`src/rtl/ptp_snap_pkg.sv`:
```
package ptp_snap_pkg;

  typedef enum logic {
    HDR_V1 = 1'b0,
    HDR_V2 = 1'b1
  } hdr_ver_e;

  localparam int unsigned V1_TYPE_OFS = 32;
  localparam int unsigned V2_TYPE_OFS = 0;

  // True when the type byte marks an event message for the given layout.
  function automatic logic is_event_msg(hdr_ver_e ver, logic [7:0] type_byte);
    logic hit;
    if (ver == HDR_V1) begin
      hit = (type_byte == 8'd0) || (type_byte == 8'd1);
    end else begin
      hit = (type_byte[3:0] <= 4'd3);
    end
    return hit;
  endfunction

endpackage

```
`src/rtl/ptp_frame_qual.sv`:
```
module ptp_frame_qual
  import ptp_snap_pkg::*;
#(
  parameter int unsigned TIME_W  = 32,
  parameter int unsigned HDR_OFS = 42
) (
  input  logic              clk,
  input  logic              rst,
  input  logic              cfg_v2,
  input  logic              rx_valid,
  input  logic              rx_sof,
  input  logic              rx_eof,
  input  logic [7:0]        rx_data,
  input  logic [TIME_W-1:0] sys_time,
  output logic              hit,
  output logic [TIME_W-1:0] hit_time
);

  localparam int unsigned V1_IDX  = HDR_OFS + V1_TYPE_OFS;
  localparam int unsigned V2_IDX  = HDR_OFS + V2_TYPE_OFS;
  localparam int unsigned CNT_MAX = V1_IDX + 1;
  localparam int unsigned CNT_W   = $clog2(CNT_MAX + 1);

  logic [CNT_W-1:0]  cnt_q;
  logic              in_frame_q;
  logic              qual_q;
  logic              hit_q;
  logic [TIME_W-1:0] sof_time_q;

  logic [CNT_W-1:0]  idx;
  logic [CNT_W-1:0]  type_idx;
  logic              active;
  logic              at_type;
  logic              qual_now;
  hdr_ver_e          ver;

  always_comb begin
    ver      = hdr_ver_e'(cfg_v2);
    active   = rx_valid && (rx_sof || in_frame_q);
    idx      = rx_sof ? '0 : cnt_q;
    type_idx = (ver == HDR_V2) ? CNT_W'(V2_IDX) : CNT_W'(V1_IDX);
    at_type  = active && (idx == type_idx);
    if (at_type) begin
      qual_now = is_event_msg(ver, rx_data);
    end else begin
      qual_now = qual_q && !rx_sof;
    end
  end

  always_ff @(posedge clk) begin
    if (rst) begin
      cnt_q      <= '0;
      in_frame_q <= 1'b0;
      qual_q     <= 1'b0;
      hit_q      <= 1'b0;
      sof_time_q <= '0;
    end else begin
      hit_q <= active && rx_eof && qual_now;
      if (rx_valid && rx_sof) begin
        sof_time_q <= sys_time;
        cnt_q      <= CNT_W'(1);
      end else if (active && (cnt_q != CNT_W'(CNT_MAX))) begin
        cnt_q <= cnt_q + CNT_W'(1);
      end
      if (active) begin
        in_frame_q <= !rx_eof;
        qual_q     <= qual_now;
      end
    end
  end

  assign hit      = hit_q;
  assign hit_time = sof_time_q;

endmodule

```
`src/rtl/ptp_aux_edge.sv`:
```
module ptp_aux_edge #(
  parameter int unsigned TIME_W      = 32,
  parameter int unsigned SYNC_STAGES = 2
) (
  input  logic              clk,
  input  logic              rst,
  input  logic              aux_in,
  input  logic [TIME_W-1:0] sys_time,
  output logic              hit,
  output logic [TIME_W-1:0] hit_time
);

  logic [SYNC_STAGES:0] chain_q;
  logic                 rise;
  logic                 hit_q;
  logic [TIME_W-1:0]    time_q;

  assign rise = chain_q[SYNC_STAGES-1] && !chain_q[SYNC_STAGES];

  always_ff @(posedge clk) begin
    if (rst) begin
      chain_q <= '0;
      hit_q   <= 1'b0;
      time_q  <= '0;
    end else begin
      chain_q <= {chain_q[SYNC_STAGES-1:0], aux_in};
      hit_q   <= rise;
      time_q  <= sys_time;
    end
  end

  assign hit      = hit_q;
  assign hit_time = time_q;

endmodule

```
`src/rtl/ptp_snap_slot.sv`:
```
module ptp_snap_slot #(
  parameter int unsigned TIME_W = 32
) (
  input  logic              clk,
  input  logic              rst,
  input  logic              trig,
  input  logic [TIME_W-1:0] trig_time,
  input  logic              clr,
  output logic [TIME_W-1:0] snap,
  output logic              evt,
  output logic              drop
);

  logic [TIME_W-1:0] snap_q;
  logic              evt_q;
  logic              drop_q;
  logic              take;

  assign take = trig && (!evt_q || clr);

  always_ff @(posedge clk) begin
    if (rst) begin
      snap_q <= '0;
      evt_q  <= 1'b0;
      drop_q <= 1'b0;
    end else begin
      if (take) begin
        snap_q <= trig_time;
        evt_q  <= 1'b1;
      end else if (clr) begin
        evt_q <= 1'b0;
      end
      if (clr) begin
        drop_q <= 1'b0;
      end else if (trig && evt_q) begin
        drop_q <= 1'b1;
      end
    end
  end

  assign snap = snap_q;
  assign evt  = evt_q;
  assign drop = drop_q;

endmodule

```
`src/rtl/ptp_ts_snap.sv`:
```
module ptp_ts_snap
  import ptp_snap_pkg::*;
#(
  parameter int unsigned TIME_W      = 32,
  parameter int unsigned HDR_OFS     = 42,
  parameter int unsigned SYNC_STAGES = 2
) (
  input  logic              clk,
  input  logic              rst,
  input  logic              cfg_v2,
  input  logic              rx_valid,
  input  logic              rx_sof,
  input  logic              rx_eof,
  input  logic [7:0]        rx_data,
  input  logic              aux_in,
  input  logic [TIME_W-1:0] sys_time,
  input  logic              clr_msg,
  input  logic              clr_aux,
  output logic [TIME_W-1:0] msg_snap,
  output logic              msg_evt,
  output logic              msg_drop,
  output logic [TIME_W-1:0] aux_snap,
  output logic              aux_evt,
  output logic              aux_drop
);

  localparam int unsigned NSRC    = 2;
  localparam int unsigned SRC_MSG = 0;
  localparam int unsigned SRC_AUX = 1;

  logic              msg_hit;
  logic              aux_hit;
  logic [TIME_W-1:0] msg_hit_time;
  logic [TIME_W-1:0] aux_hit_time;

  logic              src_trig [NSRC];
  logic [TIME_W-1:0] src_time [NSRC];
  logic              src_clr  [NSRC];
  logic [TIME_W-1:0] src_snap [NSRC];
  logic              src_evt  [NSRC];
  logic              src_drop [NSRC];

  ptp_frame_qual #(
    .TIME_W (TIME_W),
    .HDR_OFS(HDR_OFS)
  ) u_qual (
    .clk     (clk),
    .rst     (rst),
    .cfg_v2  (cfg_v2),
    .rx_valid(rx_valid),
    .rx_sof  (rx_sof),
    .rx_eof  (rx_eof),
    .rx_data (rx_data),
    .sys_time(sys_time),
    .hit     (msg_hit),
    .hit_time(msg_hit_time)
  );

  ptp_aux_edge #(
    .TIME_W     (TIME_W),
    .SYNC_STAGES(SYNC_STAGES)
  ) u_aux (
    .clk     (clk),
    .rst     (rst),
    .aux_in  (aux_in),
    .sys_time(sys_time),
    .hit     (aux_hit),
    .hit_time(aux_hit_time)
  );

  always_comb begin
    src_trig[SRC_MSG] = msg_hit;
    src_time[SRC_MSG] = msg_hit_time;
    src_clr[SRC_MSG]  = clr_msg;
    src_trig[SRC_AUX] = aux_hit;
    src_time[SRC_AUX] = aux_hit_time;
    src_clr[SRC_AUX]  = clr_aux;
  end

  for (genvar s = 0; s < NSRC; s++) begin : g_slot
    ptp_snap_slot #(
      .TIME_W(TIME_W)
    ) u_slot (
      .clk      (clk),
      .rst      (rst),
      .trig     (src_trig[s]),
      .trig_time(src_time[s]),
      .clr      (src_clr[s]),
      .snap     (src_snap[s]),
      .evt      (src_evt[s]),
      .drop     (src_drop[s])
    );
  end

  assign msg_snap = src_snap[SRC_MSG];
  assign msg_evt  = src_evt[SRC_MSG];
  assign msg_drop = src_drop[SRC_MSG];
  assign aux_snap = src_snap[SRC_AUX];
  assign aux_evt  = src_evt[SRC_AUX];
  assign aux_drop = src_drop[SRC_AUX];

endmodule

```
`config.mk`:
```
export PLATFORM = sky130hd
export DESIGN_NAME = ptp_ts_snap
export DESIGN_NICKNAME = d
export VERILOG_FILES = /design/src/rtl/ptp_snap_pkg.sv /design/src/rtl/ptp_frame_qual.sv /design/src/rtl/ptp_aux_edge.sv /design/src/rtl/ptp_snap_slot.sv /design/src/rtl/ptp_ts_snap.sv
export SDC_FILE = /design/constraint.sdc
export NUM_CORES = 1
export LEC_CHECK = 0
export BUFFER_PORTS_ARGS = -buffer_cell sky130_fd_sc_hd__buf_4
export CORE_MARGIN = 2
export CORE_UTILIZATION = 35
export DETAILED_ROUTE_END_ITERATION = 12
export GPL_TIMING_DRIVEN = 0
export MAX_ROUTING_LAYER = met4
export SLEW_MARGIN = 20
export SYNTH_ARGS = -nofsm -noshare
export SYNTH_HDL_FRONTEND = slang
export SYNTH_SLANG_ARGS = --single-unit
```
`constraint.sdc`:
```
create_clock -name clk -period 4.6 [get_ports clk]
set_input_delay 0.46 -clock clk [delete_from_list [all_inputs] [get_ports clk]]
set_output_delay 0.46 -clock clk [all_outputs]
set_load 0.005 [all_outputs]
```
* Word level (Yosys, flattened, before mapping)
Index checks and enable logic that the tools add are counted.
Storage, ports and cells: input bits 49, flip-flop bits (word level) 146, output and inout port bits 68
Cells by class: eq/ne operators 3, order comparisons 1, $add $sub $neg 1, reduce and logical (&&, ||, !) cells 28, muxes and demuxes 10
Operators with widths (number):
- $mux 7 | 2
- $logic_and 1x1->1 | 12
- $eq 8x1->1 const B | 1
- $logic_not 8->1 | 1
- $mux 1 | 8
- $add 7x1->7 const B | 1
- $eq 7x7->1 | 1
- $ne 7x7->1 const B | 1
- $reduce_bool 2->1 | 3
- $reduce_or 2->1 | 3
- $logic_not 1->1 | 5
- $le 4x2->1 const B | 1
- $logic_or 1x1->1 | 4

* Logic depth before layout (Yosys ltp)
Gate-level depths: netlist of run 1.
depth after elaboration 5, depth in mapped cells 6, depth with buffers taken out 5

* Modules after synthesis
A second synthesis of run 1 with hierarchy kept.
Unflattened totals: cells, all modules 564, area, all modules 5632.9 um^2
Modules (own cells, without submodules):
- ptp_snap_slot | sequential area each 680.7 um^2, area an instance 1515.2 um^2, instances 2, cells an instance 146
- ptp_frame_qual | sequential area each 840.8 um^2, area an instance 1612.8 um^2, instances 1, cells an instance 197
- ptp_aux_edge | sequential area each 720.7 um^2, area an instance 989.7 um^2, instances 1, cells an instance 75

* Worst setup path after synthesis of run 1
OpenSTA, ideal clock, no wires.
kind in2reg, start input port rx_data[5], end register u_qual.hit_q, in the netlist u_qual.hit, slack 3.022 ns, cell stages on the path 4, required time 4.497 ns, data arrival time 1.475 ns, cells stage by stage nor3_1 > a31oi_1 > or4_4 > a2111oi_2
Between the ends: word-level cells in the longest chain between the ends 5
RTL lines:
- start, declared | line ptp_ts_snap.sv:14 | input logic [7:0] rx_data,
- $eq 8x1->1 or $logic_not 8->1 (tied branches) | line ptp_snap_pkg.sv:15 | hit = (type_byte == 8'd0) || (type_byte == 8'd1);
- $logic_or 1x1->1 (*) | line ptp_snap_pkg.sv:15
- $mux 1 (*) | line ptp_snap_pkg.sv:14 | if (ver == HDR_V1) begin
- $mux 1 (*) | line ptp_frame_qual.sv:43 | if (at_type) begin
- $logic_and 1x1->1 (*) | line ptp_frame_qual.sv:58 | hit_q <= active && rx_eof && qual_now;
- end signal, assigned | line ptp_frame_qual.sv:58
- end, declared | line ptp_frame_qual.sv:27 | logic hit_q;
Mark *: on every way between the ends. The rest lies on a longest branch, timed or not. A chain may end at the register's enable or synchronous reset.

* Final worst setup path of run 1
start register u_qual.cnt_q[2], end register u_qual.hit_q, in the netlist u_qual.hit
Between the ends: word-level cells in the longest chain between the ends 5
RTL lines:
- start, declared | line ptp_frame_qual.sv:24 | logic [CNT_W-1:0] cnt_q;
- start signal, assigned | line ptp_frame_qual.sv:63 | cnt_q <= cnt_q + CNT_W'(1);
- $mux 7 | line ptp_frame_qual.sv:40 | idx = rx_sof ? '0 : cnt_q;
- $eq 7x7->1 | line ptp_frame_qual.sv:42 | at_type = active && (idx == type_idx);
- $logic_and 1x1->1 | line ptp_frame_qual.sv:42
- $mux 1 | line ptp_frame_qual.sv:43
- $logic_and 1x1->1 | line ptp_frame_qual.sv:58
No other way between the ends.

==> results of run 1 <==
synthesized netlist by cell type (3+ instances only):
cell type	n
nor2b_1	36
nor2_1	7
clkbuf_1	30
o22a_1	32
nand2_1	136
nor3_1	5
and2_1	3
inv_1	4
a21oi_1	72
xnor2_1	3
dfxtp_1	146
report_power, final:
| part | internal, mW | switching, mW | leakage [nW] |
|---|---|---|---|
| registers | 1.31 | 0.0227 | 1.19 |
| logic | 0.0695 | 0.0656 | 1.14 |
| clock network | 0.790 | 0.476 | 0.275 |
| total | 2.17 | 0.564 | 2.61 |
sequential cells by signal (all words and copies together), names as in the netlist:
| signal | cells |
|---|---|
| u_qual.hit_time | 32 |
| u_aux.hit | 1 |
| u_qual.qual_q | 1 |
| g_slot.u_slot.snap | 64 |
| u_aux.hit_time | 32 |
| g_slot.u_slot.evt | 2 |
| u_qual.in_frame_q | 1 |
| u_aux.chain_q | 3 |
| g_slot.u_slot.drop | 2 |
| u_qual.cnt_q | 7 |
| u_qual.hit | 1 |
critical path, cell delays in order, from the launching register on:
cell	delay, ps
dfxtp_1	360
nor4_4	300
nand3_1	120
or4_4	440
a2111oi_2	310
per-stage QoR:
| stage | std cells | total power, mW | util | worst slack, ps | hold WS, ps |
|---|---|---|---|---|---|
| floorplan | 504 | 1.43 | - | 3020 | 367 |
| detailed placement | 794 | 1.50 | 0.440 | 2620 | 372 |
| finish | 824 | 2.74 | 0.481 | 2970 | 217 |
| global route | 824 | 2.84 | 0.481 | 2860 | 203 |
| CTS | 824 | 2.77 | 0.481 | 2940 | 199 |
| global placement | 794 | 1.50 | 0.440 | 2690 | 374 |
per-layer routing:
metal | wire length [um] | vias up | part of all wire | track usage
li1 | - | 1955 | - | -
met1 | 5380 | 1811 | 0.47 | 0.196
met2 | 5430 | 79 | 0.47 | 0.256
met3 | 532 | 10 | 0.046 | 0.0552
met4 | 129 | 0 | 0.011 | 0.0734
met5 | 0 | - | 0 | -
cell type report:
class                   count  area (um2)  area share
repair buffers            114         856       0.134
well taps                 176         220      0.0344
clock buffers              24         492      0.0768
multi-input cells         321        1700       0.266
flip-flops and latches    146        2920       0.457
inverters                   4        15.0     0.00235
clock inverters             6        55.1     0.00860
plain buffers              33         139      0.0217
worst max path at each step:
stage,from,slack [ps],cells after the start,endpoint
2_1_floorplan,rx_data[5],3020,4,u_qual.hit$_SDFF_PP0_
3_3_place_gp,rx_valid,2690,6,u_qual.hit_time[16]$_SDFFE_PP0P_
3_5_place_dp,rx_valid,2620,6,u_qual.hit_time[24]$_SDFFE_PP0P_
4_1_cts,u_qual.cnt_q[2]$_SDFFE_PP0P_,2940,4,u_qual.hit$_SDFF_PP0_
5_1_grt,g_slot[1].u_slot.evt$_SDFFE_PP0P_,2860,6,g_slot[1].u_slot.snap[17]$_SDFFE_PP0P_
6_report,u_qual.cnt_q[2]$_SDFFE_PP0P_,2970,4,u_qual.hit$_SDFF_PP0_
cell families (layout without fill, tap and decap cells):
family,Yosys count,after routing
flip-flops,146,146
AO/OA/AOI/OAI,116,116
XOR/XNOR,3,3
buffers and inverters,37,181
AND/OR/NAND/NOR,200,200
adder cells (fa/ha/maj),1,1
multiplexers,1,1
==> flow_metrics.env, run 1 <==
export IMPL_ys_seq_area_frac=0.612
export IMPL_synth_cell_type_count=35
export IMPL_cts_buffer_depth=2
export IMPL_insertion_delay_ps=410
export IMPL_power_density_nw_per_um2=428
export IMPL_holdCritStartpoint="clr_msg"
export IMPL_dp_hpwl_mm=8.54
export IMPL_max_freq_mhz=615
export IMPL_nFillCells=1239
export IMPL_hold_end="g_slot[0].u_slot.drop$_SDFFE_PP0P_"
export IMPL_ys_flop_type="dfxtp_1"
export IMPL_period_share=0.353
export IMPL_min_period_ps=1630
export IMPL_arrival_ps=1930
export IMPL_fin_area_um2=6400
export IMPL_synth_fa_ha_area_frac=0.00262
export IMPL_drc=0
export IMPL_core_um2=13300
export IMPL_end_kind="flip-flop"
export IMPL_grt_pass1_vias=3738
export IMPL_cts_root_buf="clkbuf_16"
export IMPL_syn_inst=504
export IMPL_grt_antenna_before_repair=0
export IMPL_crit_path_max_fanout=5
export IMPL_status="finished clean"
export IMPL_tns_ps=0
export IMPL_ys_ff_latch=146
export IMPL_synth_nets=554
export IMPL_cts_hold_buf=0
export IMPL_syn2layout_area_growth_pct=34.0
export IMPL_worstMarginPinSlew_ps=664
export IMPL_r2r_end="u_qual.hit$_SDFF_PP0_"
export IMPL_cts_setup_buffers=0
export IMPL_viasPerCell=4.68
export IMPL_synth_area_um2=4780
export IMPL_ant_nets=0
export IMPL_setup_viol=0
export IMPL_layout_cells_most_common="dfxtp_1"
export IMPL_startpoint_type="flip-flop"
export IMPL_start_util=0.359
export IMPL_synth_edf_count=0
export IMPL_cts_tree="built"
export IMPL_rr_startpoint="u_qual.cnt_q[2]$_SDFFE_PP0P_"
export IMPL_wl_mm=11.5
export IMPL_vias=3855
export IMPL_die_w_um=121
export IMPL_leakagePower_nw=2.61
export IMPL_num_io_pins=117
export IMPL_place_gp_congestion=0.795
export IMPL_fin_skew_ps=12.0
export IMPL_antennaDiodeCount=0
export IMPL_htree_num_levels=4
export IMPL_overflow=0
export IMPL_worstSetupPathType="flip-flop to flip-flop"
export IMPL_synth_compound_area_share=0.153
export IMPL_timing_max_cap_violations=0
export IMPL_rsz0062_at_grt="false"
export IMPL_finalNetCount=687
export IMPL_r2r_cells=4
export IMPL_cts_sinks=146
export IMPL_synth_top_cell_by_area="dfxtp_1"
export IMPL_yosysTopAreaCellShare=0.612
export IMPL_final_hold_violation_count=0
export IMPL_ys_async_sr_fraction=0
export IMPL_cp_required_ps=4900
export IMPL_dieArea_um2=14600
export IMPL_synthMuxAreaShare=0.00210
export IMPL_synth_area_top_cells="dfxtp_1, nand2_1, a21oi_1"
export IMPL_synth_xor_area_frac=0.00550
export IMPL_hold_class="input port to flip-flop"
export IMPL_drive_above_1_share=0.227
export IMPL_grt_pass1_wl_mm=17.9
export IMPL_slew_violations=0
export IMPL_grt_max_degree=17
export IMPL_final_cell_mix="dfxtp_1, nand2_1, buf_4, a21oi_1, nor2b_1"
export IMPL_io_buffers=114
export IMPL_synth_top_family_by_area="simple AND/OR/NAND/NOR gates"
export IMPL_rrSetupSlack_ps=2970
export IMPL_whs_path_depth=2
export IMPL_clkTransAtPathRegs_ps=60
export IMPL_dpl_cell_area_um2=5850
export IMPL_fp_dieH_um=121
export IMPL_dr_pass1_iters=4
export IMPL_cts_buffers=17
export IMPL_worst_slew_margin_rel=0.557
export IMPL_wire_per_inst_um=13.9
export IMPL_rows=42
export IMPL_drt_iter0_drc=209
export IMPL_synthSimpleGateAreaFrac=0.192
export IMPL_cts_resized=0
export IMPL_grt_use_total=0.165
export IMPL_syn_avg_cell_area_um2=9.48
export IMPL_irDropWorstVdd_uv=195
export IMPL_yosysWarnings=0
Power figures use the tool's default switching activity.
==> run 2, diff against run 1 <==
- clock period: 4.6 -> 1.35 ns (I/O delays scaled with it)
==> run 2 against run 1 <==
  * The flow now finishes with violations (negative setup slack)
  * Clock skew shrank 5.9 ps
  * Worst hold slack lost 200 ps
  * Sequential power grew to 3.4 times the previous value
  * Count of clock-buffer cells in the layout shrank 4
  * Non-clock buffer count grew 10
  * Flip-flop and latch count is the same
  * Largest cell class unchanged
  * Largest power group is now the clock network
==> flow_metrics.env, run 2 (synthesis gave the netlist of run 1 again) <==
export IMPL_p_switching_mw=2.11
export IMPL_rsz0062_at_grt="true"
export IMPL_fp_dieH_um=121
export IMPL_failed_checks="negative setup slack"
export IMPL_grt_pass1_vias=3653
export IMPL_final_hold_violation_count=0
export IMPL_hold_class="input port to flip-flop"
export IMPL_cts_tree="built"
export IMPL_startpoint_type="flip-flop"
export IMPL_max_freq_mhz=640
export IMPL_share_comb_of_total_power=0.051
export IMPL_antennaDiodeCount=0
export IMPL_status="complete, but fails checks"
export IMPL_setup_viol=5
export IMPL_worstMarginPinSlew_ps=655
export IMPL_drc=0
export IMPL_drive_above_1_share=0.268
export IMPL_highest_layer="met4"
export IMPL_viasPerCell=4.58
export IMPL_layout_setup_ws_ps=-212
export IMPL_rows=42
export IMPL_grt_pass1_wl_mm=18.6
export IMPL_min_period_ps=1560
export IMPL_grt_max_degree=17
export IMPL_num_io_pins=117
export IMPL_p_int_mw=7.60
export IMPL_arrival_ps=1880
export IMPL_cp_required_ps=1670
export IMPL_slew_violations=0
export IMPL_syn2layout_area_growth_pct=38.6
export IMPL_wire_per_inst_um=14.1
export IMPL_utilization=0.498
export IMPL_grt_use_total=0.171
export IMPL_rr_startpoint="u_qual.cnt_q[4]$_SDFFE_PP0P_"
export IMPL_ant_nets=0
export IMPL_timing_max_cap_violations=0
export IMPL_cp_startpoint="u_qual.cnt_q[4]$_SDFFE_PP0P_"
export IMPL_cts_buffers=17
export IMPL_vias=3833
export IMPL_leakagePower_nw=2.71
export IMPL_io_buffers=114
export IMPL_dr_pass1_iters=4
export IMPL_pwr_share_seq=0.469
export IMPL_power_density_nw_per_um2=1470
export IMPL_wl_met2_mm=5.49
export IMPL_finalNetCount=697
export IMPL_largest_reg_flops=64
export IMPL_cts_root_buf="clkbuf_16"
export IMPL_wl_mm=11.8
export IMPL_overflow=0
export IMPL_htree_num_levels=4
export IMPL_insertion_delay_ps=410
export IMPL_clkTransAtPathRegs_ps=60
export IMPL_place_gp_congestion=0.769
export IMPL_drt_met1_wl_mm=5.55
export IMPL_end_kind="flip-flop"
export IMPL_layout_cells_most_common="dfxtp_1"
export IMPL_worstSetupPathType="flip-flop to flip-flop"
export IMPL_seq_area_um2=2930
export IMPL_p_sw_frac=0.217
export IMPL_irDropWorstVdd_uv=943
export IMPL_crit_path_max_fanout=2
export IMPL_die_w_um=121
export IMPL_worst_slew_margin_rel=0.563
export IMPL_dieArea_um2=14600
export IMPL_wl_met3_um=604
export IMPL_grt_antenna_before_repair=0
export IMPL_fin_skew_ps=6.11
export IMPL_core_um2=13300
export IMPL_final_cell_mix="dfxtp_1, nand2_1, buf_4, a21oi_1, nor2b_1"
export IMPL_pwr_share_clk=0.480
export IMPL_holdCritStartpoint="sys_time[13]"
export IMPL_drt_iter0_drc=132
export IMPL_cts_buffer_depth=2
export IMPL_multiInputGateArea_um2=1720
export IMPL_nFillCells=1290
export IMPL_cts_sinks=146
export IMPL_period_share=1.16
export IMPL_tns_ps=-497
export IMPL_start_util=0.359
export IMPL_dp_hpwl_mm=8.49
## run 2: layout make-up
cell class | instances | area share
repair buffers | 126 | 0.147
well taps | 176 | 0.0333
multi-input cells | 321 | 0.260
inverters | 4 | 0.00227
clock buffers | 20 | 0.0705
flip-flops and latches | 146 | 0.443
clock inverters | 12 | 0.0197
plain buffers | 31 | 0.0242
## run 2: repair_timing
action / in CTS / in global routing
gates resized for setup: 17 / 17
setup buffers: 2 / 0
hold buffers: 10 / 0
cloned: 0 / 0
setup endpoints to repair: 66 / 90
pin swaps: 2 / 0
hold endpoints to repair: 10 / 0
## run 2: metrics by stage
stage,hold WS (ps),total power [mW],cell area (um2),std cells,setup WS (ps)
6_report,14.1,9.71,6620,836,-212
3_3_place_gp,308,5.10,5850,794,-351
5_1_grt,1.38,10.0,6620,836,-323
4_1_cts,2.10,9.78,6600,837,-233
2_1_floorplan,214,4.89,4780,504,-117
3_5_place_dp,309,5.11,5850,794,-363
## run 2: path summary, 6_finish.rpt
| check | endpoint | slack [ps] | cells after the start |
|---|---|---|---|
| worst min register to register | u_aux.hit$_SDFF_PP0_ | 380 | 1 |
| worst min-delay path | u_aux.hit_time[13]$_SDFF_PP0_ | 10 | 2 |
| worst max-delay path | u_qual.hit$_SDFF_PP0_ | -210 | 4 |
| worst max register to register | u_qual.hit$_SDFF_PP0_ | -210 | 4 |
## run 2: per-layer routing
| layer | up-vias | global-route usage |
|---|---|---|
| li1 | 1975 | - |
| met1 | 1762 | 0.221 |
| met2 | 80 | 0.258 |
| met3 | 16 | 0.0434 |
| met4 | 0 | 0.0632 |
| met5 | - | - |
## run 2: critical path, cell delays in order (launching register included)
cell and delay (ps):
dfxtp_4 350, nor4_4 250, nand3_1 110, or4_4 460, a2111oi_4 290
## run 2: power by group through the flow
stage / clock [mW] / sequential [mW] / combinational [mW]
after global routing: 4.92 / 4.57 / 0.545
final: 4.66 / 4.56 / 0.495
after floorplan: 0 / 4.62 / 0.261
after detailed placement: 0 / 4.65 / 0.466
after CTS: 4.72 / 4.55 / 0.498
after global placement: 0 / 4.64 / 0.458
